**src/rtl/i2c_rate_pkg.sv**
```systemverilog
package i2c_rate_pkg;
  localparam int PER_W    = 8;
  localparam int Q_W      = 4;
  localparam int SEL_W    = 2;
  localparam int CFG_W    = 8;
  localparam int FM_BIT   = 5;
  localparam int PP_BIT   = 4;
  localparam int Q_CAP    = 7;   // highest code allowed without fast mode
  localparam int PP_OFF_Q = 14;  // first code with push-pull forced off

  typedef struct packed {
    logic [SEL_W-1:0] bus;
    logic             pp;
    logic [Q_W-1:0]   q;
    logic [PER_W-1:0] per;
  } rate_cfg_t;

  localparam rate_cfg_t CFG_RST = '{bus: '0, pp: 1'b0, q: '0, per: PER_W'(199)};

  function automatic logic [PER_W-1:0] od_period(input logic [Q_W-1:0] q);
    case (q)
      4'd0:  return PER_W'(199);
      4'd1:  return PER_W'(131);
      4'd2:  return PER_W'(99);
      4'd3:  return PER_W'(79);
      4'd4:  return PER_W'(63);
      4'd5:  return PER_W'(55);
      4'd6:  return PER_W'(47);
      4'd7:  return PER_W'(39);
      4'd8:  return PER_W'(31);
      4'd9:  return PER_W'(23);
      4'd10: return PER_W'(19);
      4'd11: return PER_W'(15);
      4'd12: return PER_W'(10);
      4'd13: return PER_W'(9);
      4'd14: return PER_W'(9);
      default: return PER_W'(6);
    endcase
  endfunction

  function automatic logic [PER_W-1:0] pp_period(input logic [Q_W-1:0] q);
    case (q)
      4'd0:  return PER_W'(99);
      4'd1:  return PER_W'(65);
      4'd2:  return PER_W'(49);
      4'd3:  return PER_W'(39);
      4'd4:  return PER_W'(31);
      4'd5:  return PER_W'(27);
      4'd6:  return PER_W'(23);
      4'd7:  return PER_W'(19);
      4'd8:  return PER_W'(15);
      4'd9:  return PER_W'(11);
      4'd10: return PER_W'(9);
      4'd11: return PER_W'(9);
      4'd12: return PER_W'(7);
      default: return PER_W'(6);
    endcase
  endfunction
endpackage

```
**src/rtl/i2c_rate_decode.sv**
```systemverilog
module i2c_rate_decode
  import i2c_rate_pkg::*;
(
  input  logic [CFG_W-1:0] cfg_i,
  input  logic             rx_i,
  output rate_cfg_t        cfg_o
);
  logic [Q_W-1:0]   q_raw, q_eff;
  logic             pp_eff;
  logic [PER_W-1:0] pp_per;

  always_comb begin
    q_raw  = cfg_i[Q_W-1:0];
    q_eff  = (!cfg_i[FM_BIT] && (q_raw > Q_W'(Q_CAP))) ? Q_W'(Q_CAP) : q_raw;
    pp_eff = cfg_i[PP_BIT] && (q_eff < Q_W'(PP_OFF_Q));
    pp_per = pp_period(q_eff);
    cfg_o.bus = cfg_i[CFG_W-1 -: SEL_W];
    cfg_o.q   = q_eff;
    cfg_o.pp  = pp_eff && !rx_i;
    if (!pp_eff)   cfg_o.per = od_period(q_eff);
    else if (rx_i) cfg_o.per = pp_per << 1;  // receive bits: open-drain, half rate
    else           cfg_o.per = pp_per;
  end
endmodule

```
**src/rtl/i2c_bit_timer.sv**
```systemverilog
module i2c_bit_timer
  import i2c_rate_pkg::*;
(
  input  logic      clk_i,
  input  logic      rst_ni,
  input  logic      tick_i,
  input  logic      req_i,
  input  rate_cfg_t cfg_d_i,
  output rate_cfg_t cfg_q_o,
  output logic      scl_o,
  output logic      run_o,
  output logic      start_o,
  output logic      end_o
);
  logic [PER_W-1:0] cnt_q, lo_len, hi_len;
  logic             hi_q;

  assign lo_len = (cfg_q_o.per >> 1) + PER_W'(cfg_q_o.per[0]);
  assign hi_len = cfg_q_o.per >> 1;

  always_ff @(posedge clk_i or negedge rst_ni) begin
    if (!rst_ni) begin
      cfg_q_o <= CFG_RST;
      cnt_q   <= '0;
      hi_q    <= 1'b0;
      scl_o   <= 1'b1;
      run_o   <= 1'b0;
      start_o <= 1'b0;
      end_o   <= 1'b0;
    end else begin
      start_o <= 1'b0;
      end_o   <= 1'b0;
      if (!run_o) begin
        cfg_q_o <= cfg_d_i;  // idle is a boundary: follow the register
        if (tick_i && req_i) begin
          run_o   <= 1'b1;
          hi_q    <= 1'b0;
          cnt_q   <= '0;
          scl_o   <= 1'b0;
          start_o <= 1'b1;
        end
      end else if (tick_i) begin
        if (!hi_q) begin
          if (cnt_q == lo_len - 1'b1) begin
            hi_q  <= 1'b1;
            cnt_q <= '0;
            scl_o <= 1'b1;
          end else begin
            cnt_q <= cnt_q + 1'b1;
          end
        end else if (cnt_q == hi_len - 1'b1) begin
          end_o <= 1'b1;
          if (req_i) begin
            cfg_q_o <= cfg_d_i;
            hi_q    <= 1'b0;
            cnt_q   <= '0;
            scl_o   <= 1'b0;
            start_o <= 1'b1;
          end else begin
            run_o <= 1'b0;
          end
        end else begin
          cnt_q <= cnt_q + 1'b1;
        end
      end
    end
  end
endmodule

```
**src/rtl/i2c_bus_route.sv**
```systemverilog
module i2c_bus_route
  import i2c_rate_pkg::*;
#(
  parameter int NUM_BUS = 2
) (
  input  logic [SEL_W-1:0]   sel_i,
  input  logic               scl_i,
  input  logic               pp_i,
  output logic [NUM_BUS-1:0] scl_o,
  output logic [NUM_BUS-1:0] oe_o,
  output logic [NUM_BUS-1:0] pp_o
);
  for (genvar b = 0; b < NUM_BUS; b++) begin : g_bus
    logic hit;
    assign hit      = (sel_i == SEL_W'(b));
    assign oe_o[b]  = hit;
    assign scl_o[b] = hit & scl_i;
    assign pp_o[b]  = hit & pp_i;
  end
endmodule

```
**src/rtl/i2c_scl_rategen.sv**
```systemverilog
module i2c_scl_rategen
  import i2c_rate_pkg::*;
#(
  parameter int NUM_BUS = 2
) (
  input  logic               clk_i,
  input  logic               rst_ni,
  input  logic               tick_i,
  input  logic [CFG_W-1:0]   cfg_i,
  input  logic               bit_req_i,
  input  logic               rx_phase_i,
  output logic [NUM_BUS-1:0] scl_o,
  output logic [NUM_BUS-1:0] scl_oe_o,
  output logic [NUM_BUS-1:0] pp_drv_o,
  output logic               bit_start_o,
  output logic               bit_end_o
);
  rate_cfg_t        cfg_d, cfg_q;
  logic             scl_lvl, run_q;
  logic [PER_W-1:0] per_q;
  logic [Q_W-1:0]   q_q;

  assign per_q = cfg_q.per;
  assign q_q   = cfg_q.q;

  i2c_rate_decode u_dec (
    .cfg_i (cfg_i),
    .rx_i  (rx_phase_i),
    .cfg_o (cfg_d)
  );

  i2c_bit_timer u_tmr (
    .clk_i   (clk_i),
    .rst_ni  (rst_ni),
    .tick_i  (tick_i),
    .req_i   (bit_req_i),
    .cfg_d_i (cfg_d),
    .cfg_q_o (cfg_q),
    .scl_o   (scl_lvl),
    .run_o   (run_q),
    .start_o (bit_start_o),
    .end_o   (bit_end_o)
  );

  i2c_bus_route #(.NUM_BUS(NUM_BUS)) u_route (
    .sel_i (cfg_q.bus),
    .scl_i (scl_lvl),
    .pp_i  (cfg_q.pp),
    .scl_o (scl_o),
    .oe_o  (scl_oe_o),
    .pp_o  (pp_drv_o)
  );
endmodule

```
**config.mk**
```make
export PLATFORM = sky130hd
export DESIGN_NAME = i2c_scl_rategen
export DESIGN_NICKNAME = d
export VERILOG_FILES = /design/src/rtl/i2c_rate_pkg.sv /design/src/rtl/i2c_rate_decode.sv /design/src/rtl/i2c_bit_timer.sv /design/src/rtl/i2c_bus_route.sv /design/src/rtl/i2c_scl_rategen.sv
export SDC_FILE = /design/constraint.sdc
export NUM_CORES = 1
export LEC_CHECK = 0
export ABC_CLOCK_PERIOD_IN_PS = 2550
export BUFFER_PORTS_ARGS = -buffer_cell sky130_fd_sc_hd__buf_2
export CAP_MARGIN = 15
export CORE_MARGIN = 4
export CORE_UTILIZATION = 55
export CTS_BUF_LIST = sky130_fd_sc_hd__clkbuf_2
export DETAILED_ROUTE_END_ITERATION = 10
export PLACE_DENSITY = 0.78
export REMOVE_ABC_BUFFERS = 1
export SLEW_MARGIN = 20
export SYNTH_ARGS = -nofsm -noshare
export SYNTH_HDL_FRONTEND = slang
export SYNTH_SLANG_ARGS = --single-unit
```
**constraint.sdc**
```tcl
create_clock -name clk_i -period 2.55 [get_ports clk_i]
set_input_delay 0.255 -clock clk_i [delete_from_list [all_inputs] [get_ports clk_i]]
set_output_delay 0.255 -clock clk_i [all_outputs]
set_load 0.02 [all_outputs]
```
# ---- Word level (Yosys, flattened, before mapping)
# Memories as Yosys holds them, arrays and structs flattened.
# Cells that the tools add are included.
# W data, S select, Z words.
dict set report word_totals {
  mem_bits_ro 240
  register_bits 24
  elab_cells 86
  memories 2
  in_bits 13
}
# name words word_bits read_ports rd_ports_with_merged_regs wr line
set memory_table {}
lappend memory_table {{(no name shown)} 16 8 1 0 0 i2c_rate_pkg.sv:21} ;# case (q)
lappend memory_table {{(no name shown)} 16 7 1 0 0 i2c_rate_pkg.sv:42} ;# case (q)
dict set report classes {
  n_reduce_logical 12
  n_addsub 4
  mux 42
  bitwise 4
  n_eq_ne 11
  n_lt_le_gt_ge 2
}
# op n
set ops {}
lappend ops {{$mux W15} 5}
lappend ops {{$mux W8} 9}
lappend ops {{$mux W1} 27}
lappend ops {{$eq A8 B8 Y1} 2}
lappend ops {{$ne A3 B3 Y1 const B} 3}
lappend ops {{$add A7 B1 Y8} 1}
lappend ops {{$add A8 B1 Y8 const B} 1}
lappend ops {{$ne A2 B2 Y1 const B} 4}
lappend ops {{$sub A7 B1 Y8 const B} 1}
lappend ops {{$sub A8 B1 Y8 const B} 1}
lappend ops {{$reduce_and A5 Y1} 1}
lappend ops {{$and A1 B1 Y1} 4}
lappend ops {{$gt A4 B3 Y1 const B} 1}
lappend ops {{$logic_and A1 B1 Y1} 4}
lappend ops {{$lt A4 B4 Y1 const B} 1}
lappend ops {{$mux W4} 1}
lappend ops {{$ne A4 B4 Y1 const B} 1}
lappend ops {{$reduce_and A4 Y1} 1}
lappend ops {{$reduce_and A3 Y1} 1}
lappend ops {{$eq A2 B1 Y1 const B} 1}
lappend ops {{$logic_not A1 Y1} 2}
lappend ops {{$logic_not A2 Y1} 1}
lappend ops {{$reduce_and A2 Y1} 1}
lappend ops {{$reduce_bool A2 Y1} 1}

# ---- Logic depth before layout (Yosys ltp)
# Gate-level depths: netlist of run 1.
dict set report depth {
  ltp_word 11
  depth_mapped 11
  mapped_depth_nobuf 11
}

# ---- Cells and area by module
# From an unflattened synthesis of run 1, not the netlist that was laid out.
dict set report unflattened {
  hier_cells 244
  area_unflattened_um2 2311.0
}
# module area_per_inst_um2 cells_per_inst instances
set by_module_without_submodules {}
lappend by_module_without_submodules {i2c_bit_timer 1759.2 163 1}
lappend by_module_without_submodules {i2c_rate_decode 494.2 73 1}
lappend by_module_without_submodules {i2c_bus_route 57.6 8 1}

# ---- Worst setup path before layout of run 1
# No wires, ideal clock.
dict set report synth_path {
  path_kind {reg2reg}
  start {register u_tmr.cfg_q_o[1] (netlist name)}
  end {register u_tmr.cnt_q[2]}
  n_path_buf 0
  arrival_time_ns 2.361
  setup_ns 0.122
  stages_incl_launch_ff 10
  synth_period_minus_slack_ns 2.483
  setup_slack_ns 0.067
  cell_sequence {dfstp_2 inv_1 ha_1 ha_1 nor2b_1 mux2_2 a32oi_1 a2111oi_1 nand3_1 a32o_1}
}
dict set report synth_between {
  elab_chain_len 7
}
# element line
set synth_rtl {}
lappend synth_rtl {{from (decl)} i2c_bit_timer.sv:9} ;# output rate_cfg_t cfg_q_o,
lappend synth_rtl {{from (signal assigned)} i2c_bit_timer.sv:34} ;# cfg_q_o <= cfg_d_i;
lappend synth_rtl {{from (signal assigned)} i2c_bit_timer.sv:54} ;# cfg_q_o <= cfg_d_i;
lappend synth_rtl {{$add A7 B1 Y8} i2c_bit_timer.sv:18} ;# assign lo_len = (cfg_q_o.per >> 1) + PER_W'(cfg_q_o.per[0]);
lappend synth_rtl {{$sub A8 B1 Y8} i2c_bit_timer.sv:44} ;# if (cnt_q == lo_len - 1'b1) begin
lappend synth_rtl {{$eq A8 B8 Y1} i2c_bit_timer.sv:44}
lappend synth_rtl {{$mux W8} i2c_bit_timer.sv:44}
lappend synth_rtl {{$mux W8} i2c_bit_timer.sv:43} ;# if (!hi_q) begin
lappend synth_rtl {{$mux W8} i2c_bit_timer.sv:42} ;# end else if (tick_i) begin
lappend synth_rtl {{$mux W8} i2c_bit_timer.sv:33} ;# if (!run_o) begin
lappend synth_rtl {{to (signal assigned)} i2c_bit_timer.sv:49} ;# cnt_q <= cnt_q + 1'b1;
lappend synth_rtl {{to (signal assigned)} i2c_bit_timer.sv:63} ;# cnt_q <= cnt_q + 1'b1;
lappend synth_rtl {{to (decl)} i2c_bit_timer.sv:15} ;# logic [PER_W-1:0] cnt_q, lo_len, hi_len;
# Parallel ways exist; a longest one is shown, timed or not. The select of a mux whose other input is x is not followed.
# A chain may end at the register's enable or synchronous reset.

# ---- Final worst setup path of run 1
dict set report layout_path {
  start {register u_tmr.cfg_q_o[1] (netlist name)}
  end {register u_tmr.cnt_q[4]}
}
# The elaborated chain is that of the path after synthesis.

==> results.yml, run 1 <==
sta:
  fin_crit_sh: 0.9769
  fin_crit_ns: 2.491
  finalSetupTns_ns: 0
  slew-limit-headroom: 0.6413
  finClkSkew_ns: 0.005015
  hold_viol_final: 0
  max_freq_ghz: 0.4014
  worst_pin_slew_ns: 0.5342
  report.final.slew_viol_count: 0
  final-setup-viol-count: 0
setup_path:
  worstReg2RegEnd: "u_tmr.cnt_q[4]"
  cp_max_fo: 7
  r2r-start: "u_tmr.cfg_q_o[1]"
  ff2ff_path_depth: 9
  worstSetupStartpointType: "flop"
  critPathArrivalTime_ns: 2.79
  cp_data_required_time_ns: 2.85
  critPathCapture: "u_tmr.cnt_q[4]"
  critPathKind: "flop to flop"
  end_kind: "flop"
  r2r_slack_ns: 0.06
  critPathLaunch: "u_tmr.cfg_q_o[1]"
clock_network:
  clock_sink_count: 24
  clockBufferDepth: 2
  htreeDepth: 1
  clk_pin_slew_worst_paths_ns: 0.23
  numCtsBuffers: 3
  ctsRootBufferMaster: "clkbuf_2"
  cts_tree: "built"
  clk_latency_ns: 0.34
pwr:
  switchingPower_mw: 0.9645
  swShare: 0.4610
  p_int_mw: 1.128
  seqPwrFrac: 0.353
  ir_drop_v: 0.0005627
  power.density_nw_per_um2: 887.5
  combPwrFrac: 0.575
  power_leakage_nw: 0.9978
  finalPower_mw: 2.092
  power.share.clock: 0.072
global_route:
  first_global_vias: 1583
  grt_max_degree: 25
  grt_util_all_layers: 0.1861
  antenna_found_initial: 0
  grt_pass1_wl_microns: 7472
  grt.overflow.total: 0
layout:
  drive_above_1_share: 0.3012
  nFillCells: 296
  syn_to_final_growth_pct: 14.53
  multi_input_area_sq_um: 1421
  nNetsFinal: 271
  post-route-util: 0.6797
  seqCellArea_sq_um: 608.1
  final_cells: 295
  stdcell_area_sq_um: 2357
  num_antenna_cells: 0
placed_design:
  portBuffers: 20
  routabilityCongestion: 0.9457
  hpwl_microns: 3446
  dp_cells: 288
  post_dp_cell_area_sq_um: 2178
logic_synthesis:
  synthCells: 229
  yosysSeqAreaShare: 0.2954
  yosys-top-cells-area: "dfrtp_1, dfstp_2, mux2_4"
  ys_seq_elements: 24
  synth_edf_count: 0
  synthArstFlopShare: 1.000
  ys_warn_count: 0
  ys_types: 58
  syn_area_per_cell_sq_um: 8.988
  synth_commonest_cells: "dfrtp_1, nor2_1, nand2_1"
  synthDominantCellAreaShare: 0.2188
  yosysTopAreaCell: "dfrtp_1"
  synth_area_sq_um: 2058
  yosysMostFrequentCell: "dfrtp_1"
  synthFlopType: "dfrtp_1"
drt:
  dr.first_iter.drc_count: 199
  wl_microns: 4869
  first_pass_iters: 5
  drc: 0
  vias_per_cell: 6.308
  vias: 1861
  wl_per_cell_microns: 16.51
  ant_nets: 0
flow_run:
  max_cap_viol_count: 0
die:
  ios: 21
  start_util: 0.5934
  die_h_microns: 69.18
  die_area_sq_um: 4785
  core_area_sq_um: 3468
  rows: 21
  die_w_microns: 69.18
status:
  outcome: "completed"
min_path:
  min_path_type: "input port to flop"
-- sequential cells by signal (all words and copies together), names as in the netlist --
signal	cells
u_tmr.cfg_q_o	11
u_tmr.cnt_q	8
u_tmr.end_o	1
u_tmr.hi_q	1
u_tmr.run_o	1
u_tmr.scl_o	1
u_tmr.start_o	1
-- through the flow --
step / hold WS [ns] / worst slack, ns
3_3_place_gp: 0.2638 / 0.05867
4_1_cts: 0.1273 / 0.006400
2_1_floorplan: -0.04059 / 0.05821
6_report: 0.1271 / 0.05899
3_5_place_dp: 0.2660 / 0.002360
5_1_grt: 0.1047 / -0.01436
-- cells by family after synthesis --
kind of cell,after synthesis,synth area share
compound gates,62,0.2207
mux,17,0.1046
xor+xnor,12,0.05106
buf+inv,28,0.07112
fa+ha+maj,8,0.04863
flops,24,0.2954
simple gates,78,0.2085
-- layout make-up --
class,count,share of cell area
well taps,46,0.02442
inverters,13,0.02070
multi-input cells,178,0.6030
repair buffers,30,0.08599
clock inverters,1,0.001592
flip-flops and latches,24,0.2580
clock buffers,3,0.006369
-- per-layer routing --
layer / global-route usage / wire length (microns)
met4: 0.03254 / 21
met2: 0.2934 / 2282
met3: 0.03478 / 442
met5: 0 / 0
met1: 0.2687 / 2124
-- placed cells by master, fill, tap and decap left out, types with 2 or more instances in the layout --
| cell | n |
|---|---|
| nand2_1 | 15 |
| nor4_1 | 3 |
| a311oi_1 | 2 |
| buf_4 | 7 |
| buf_2 | 20 |
| ha_1 | 6 |
| buf_12 | 2 |
| and2_1 | 4 |
| mux2_2 | 3 |
| dfstp_2 | 6 |
| nor2_1 | 16 |
| and3_1 | 6 |
| inv_1 | 12 |
| a21oi_1 | 13 |
| o31a_1 | 2 |
| mux2_4 | 9 |
| nand4_1 | 2 |
| nand2b_1 | 5 |
| o21ai_0 | 12 |
| nor3_1 | 4 |
| dfrtp_1 | 18 |
| nand3_1 | 6 |
| a31o_4 | 2 |
| a31oi_1 | 2 |
| a221oi_1 | 2 |
| o221ai_1 | 2 |
| clkbuf_2 | 3 |
| nor2b_1 | 8 |
| xnor2_1 | 7 |
| xor2_1 | 5 |
| mux2i_1 | 5 |
| o2bb2ai_2 | 7 |
| a211oi_1 | 2 |
| ha_2 | 2 |
-- worst max-delay path, stage by stage (launching register included) --
cell and delay (ns):
dfstp_2 0.60, inv_2 0.05, ha_2 0.18, ha_2 0.18, nor2b_4 0.14, mux2_4 0.31, a32oi_2 0.22, a2111oi_4 0.12
a311o_2 0.49, o2bb2ai_2 0.16
-- worst min path at each step --
stage | from | to | slack, ns | cells after the start
2_1_floorplan | rst_ni | u_tmr.cfg_q_o[12] | -0.04 | 0
5_1_grt | cfg_i[6] | u_tmr.cfg_q_o[13] | 0.10 | 2
4_1_cts | cfg_i[7] | u_tmr.cfg_q_o[14] | 0.13 | 2
6_report | cfg_i[7] | u_tmr.cfg_q_o[14] | 0.13 | 2
3_3_place_gp | rst_ni | u_tmr.cfg_q_o[14] | 0.26 | 1
3_5_place_dp | rst_ni | u_tmr.cfg_q_o[14] | 0.27 | 1
-- power by group through the flow --
stage / logic, mW / clock network [mW] / registers, mW
6_report: 1.20 / 0.151 / 0.738
2_1_floorplan: 0.790 / 0 / 0.699
4_1_cts: 1.09 / 0.155 / 0.720
3_5_place_dp: 1.09 / 0 / 0.725
3_3_place_gp: 1.06 / 0 / 0.721
5_1_grt: 1.28 / 0.170 / 0.756
-- timing repair --
item,CTS,global route
gates resized for setup,0,19
gates cloned,0,1
hold buffers,1,0
endpoints found under the hold margin,18,0
setup buffers,0,2
setup endpoints to repair,8,19
pin swaps,1,9
Note: power is estimated with default switching activity, not from simulation.
==> run 2: changes to the inputs <==
--- a/config.mk
+++ b/config.mk
@@ -9,10 +9,10 @@
 export BUFFER_PORTS_ARGS = -buffer_cell sky130_fd_sc_hd__buf_2
 export CAP_MARGIN = 15
 export CORE_MARGIN = 4
-export CORE_UTILIZATION = 55
+export CORE_UTILIZATION = 45
 export CTS_BUF_LIST = sky130_fd_sc_hd__clkbuf_2
 export DETAILED_ROUTE_END_ITERATION = 10
-export PLACE_DENSITY = 0.78
+export PLACE_DENSITY = 0.66
 export REMOVE_ABC_BUFFERS = 1
 export SLEW_MARGIN = 20
 export SYNTH_ARGS = -nofsm -noshare
==> run 2 against run 1 <==
First-iteration DRC count is 48% lower. Clock-buffer cell count unchanged. Power down 2.6%. Sequential cell count stayed put. Final cell count increased by 2.7%. Via count decreased by 4.1%. Critical path type unchanged. Setup slack better by 0.028 ns. Clock skew shrank 0.0019 ns. Die area rose by 20%. Clock power grew 3%. Sequential power is 0.9% lower. Wire length fell by 3.9%.
==> results.yml, run 2 (same netlist as run 1, synthesis figures left out) <==
setup_path:
  worstReg2RegEnd: "u_tmr.cnt_q[7]"
  crit_family: "compound AO/OA/AOI/OAI gates"
  r2r_slack_ns: 0.09
  cpPeakStageDelay_ns: 0.58
  critPathKind: "flop to flop"
  cp_data_required_time_ns: 2.86
  end_kind: "flop"
  slowest_stage: "dfstp_2"
  path_depth: 10
  cp_max_fo: 7
  path_cells: "inv_1, ha_2, ha_1, nor2b_4, mux2_2, a32oi_2, a2111oi_2, buf_4, a311o_2, o2bb2ai_2"
  worstSetupStartpointType: "flop"
  r2r-start: "u_tmr.cfg_q_o[1]"
  critPathArrivalTime_ns: 2.77
  critPathCapture: "u_tmr.cnt_q[7]"
  crit_buf_inv: 2
  ff2ff_path_depth: 10
  critPathLaunch: "u_tmr.cfg_q_o[1]"
layout:
  largest_reg_flops: 11
  largest-register: "u_tmr.cfg_q_o"
  nNetsFinal: 273
  largestRegisters: "u_tmr.cfg_q_o x11, u_tmr.cnt_q x8"
  final_common_cell: "buf_2"
  drive_above_1_share: 0.2869
  stdcell_area_sq_um: 2307
  nFillCells: 409
  num_antenna_cells: 0
  mostFrequentLayoutCells: "buf_2, dfrtp_1, nor2_1"
  syn_to_final_growth_pct: 12.10
  post-route-util: 0.5263
clock_network:
  clockBufferDepth: 2
  htreeDepth: 1
  ctsRootBufferMaster: "clkbuf_2"
  clock_sink_count: 24
  clk_latency_ns: 0.35
  numCtsBuffers: 3
  cts_tree: "built"
  clk_pin_slew_worst_paths_ns: 0.23
die:
  die_w_microns: 75.63
  die_area_sq_um: 5720
  ios: 21
  die_h_microns: 75.63
  rows: 24
  start_util: 0.4695
  core_area_sq_um: 4384
sta:
  hold_viol_final: 0
  finClkSkew_ns: 0.003068
  final-setup-viol-count: 0
  worst_pin_slew_ns: 0.5491
  fin_crit_ns: 2.463
  rsz0062_at_grt: "false"
  fin_crit_sh: 0.9658
  report.final.slew_viol_count: 0
  max_freq_ghz: 0.4060
  slew-limit-headroom: 0.6339
min_path:
  min_path_type: "input port to flop"
placed_design:
  post_dp_cell_area_sq_um: 2208
  hpwl_microns: 3431
  portBuffers: 20
  routabilityCongestion: 0.8269
drt:
  vias: 1784
  first_pass_iters: 4
  vias_per_cell: 5.888
  wl_per_cell_microns: 15.44
  wl_microns: 4678
  dr.first_iter.drc_count: 104
  ant_nets: 0
  drc: 0
global_route:
  first_global_vias: 1618
  grt_max_degree: 25
  grt.overflow.total: 0
  antenna_found_initial: 0
  grt_pass1_wl_microns: 7534
  grt_util_all_layers: 0.1687
pwr:
  power_leakage_nw: 0.9958
  power.density_nw_per_um2: 883.2
  ir_drop_v: 0.0002699
status:
  outcome: "completed"
flow_run:
  max_cap_viol_count: 0
[run 2: cell types whose count changed in the layout (fill, tap and decap cells not counted), moves of 2 or more]
cell	previous run	this run
buf_12	2	0
buf_4	7	11
o2bb2ai_1	0	3
o2bb2ai_2	7	4
[run 2: per-stage QoR]
step	cells	hold WS, ns	power (mW)	TNS [ns]	worst slack [ns]
after floorplan	214	-0.04059	1.489	0	0.05821
after global placement	297	0.2718	1.804	0	0.0005527
after detailed placement	297	0.2760	1.820	-0.02327	-0.01970
after CTS	302	0.1002	2.039	0	0.01318
after global routing	303	0.09308	2.197	0	0.004733
final	303	0.1154	2.038	0	0.08722
[run 2: how the worst min path moves through the flow]
stage               depth (start not counted)     start  slack, ns                end
floorplan                                   0    rst_ni      -0.04  u_tmr.cfg_q_o[12]
global placement                            1    rst_ni       0.27  u_tmr.cfg_q_o[13]
detailed placement                          1    rst_ni       0.28  u_tmr.cfg_q_o[12]
CTS                                         2  cfg_i[6]       0.10  u_tmr.cfg_q_o[13]
global route                                2  cfg_i[6]       0.09  u_tmr.cfg_q_o[13]
finish                                      2  cfg_i[7]       0.12  u_tmr.cfg_q_o[14]
[run 2: area by class of cell]
type	count	area [sq um]	area share
Clock buffer	3	15.01	0.006508
Clock inverter	1	3.754	0.001627
Inverter	13	48.80	0.02115
Multi-Input combinational cell	178	1374	0.5954
Sequential cell	24	608.1	0.2636
Tap cell	52	65.06	0.02820
Timing Repair Buffer	32	192.7	0.08351
[run 2: metal layers]
layer,GRT usage,part of all wire
met4,0.04660,0.011
met5,0,0
met3,0.01187,0.037
met2,0.2886,0.49
met1,0.2292,0.46
[run 2: where the power goes]
group          internal, mW  switching (mW)  total (mW)
registers             0.533           0.198       0.731
clock network        0.0341           0.121       0.155
logic                 0.556           0.595        1.15
total                  1.12           0.915        2.04
[run 2: repair_timing]
item | in CTS | in global routing
pin swaps | 5 | 3
setup endpoints to repair | 8 | 14
resized for setup | 10 | 1
hold endpoints to repair | 18 | 0
cloned | 0 | 1
setup buffers | 0 | 0
hold buffers | 1 | 0
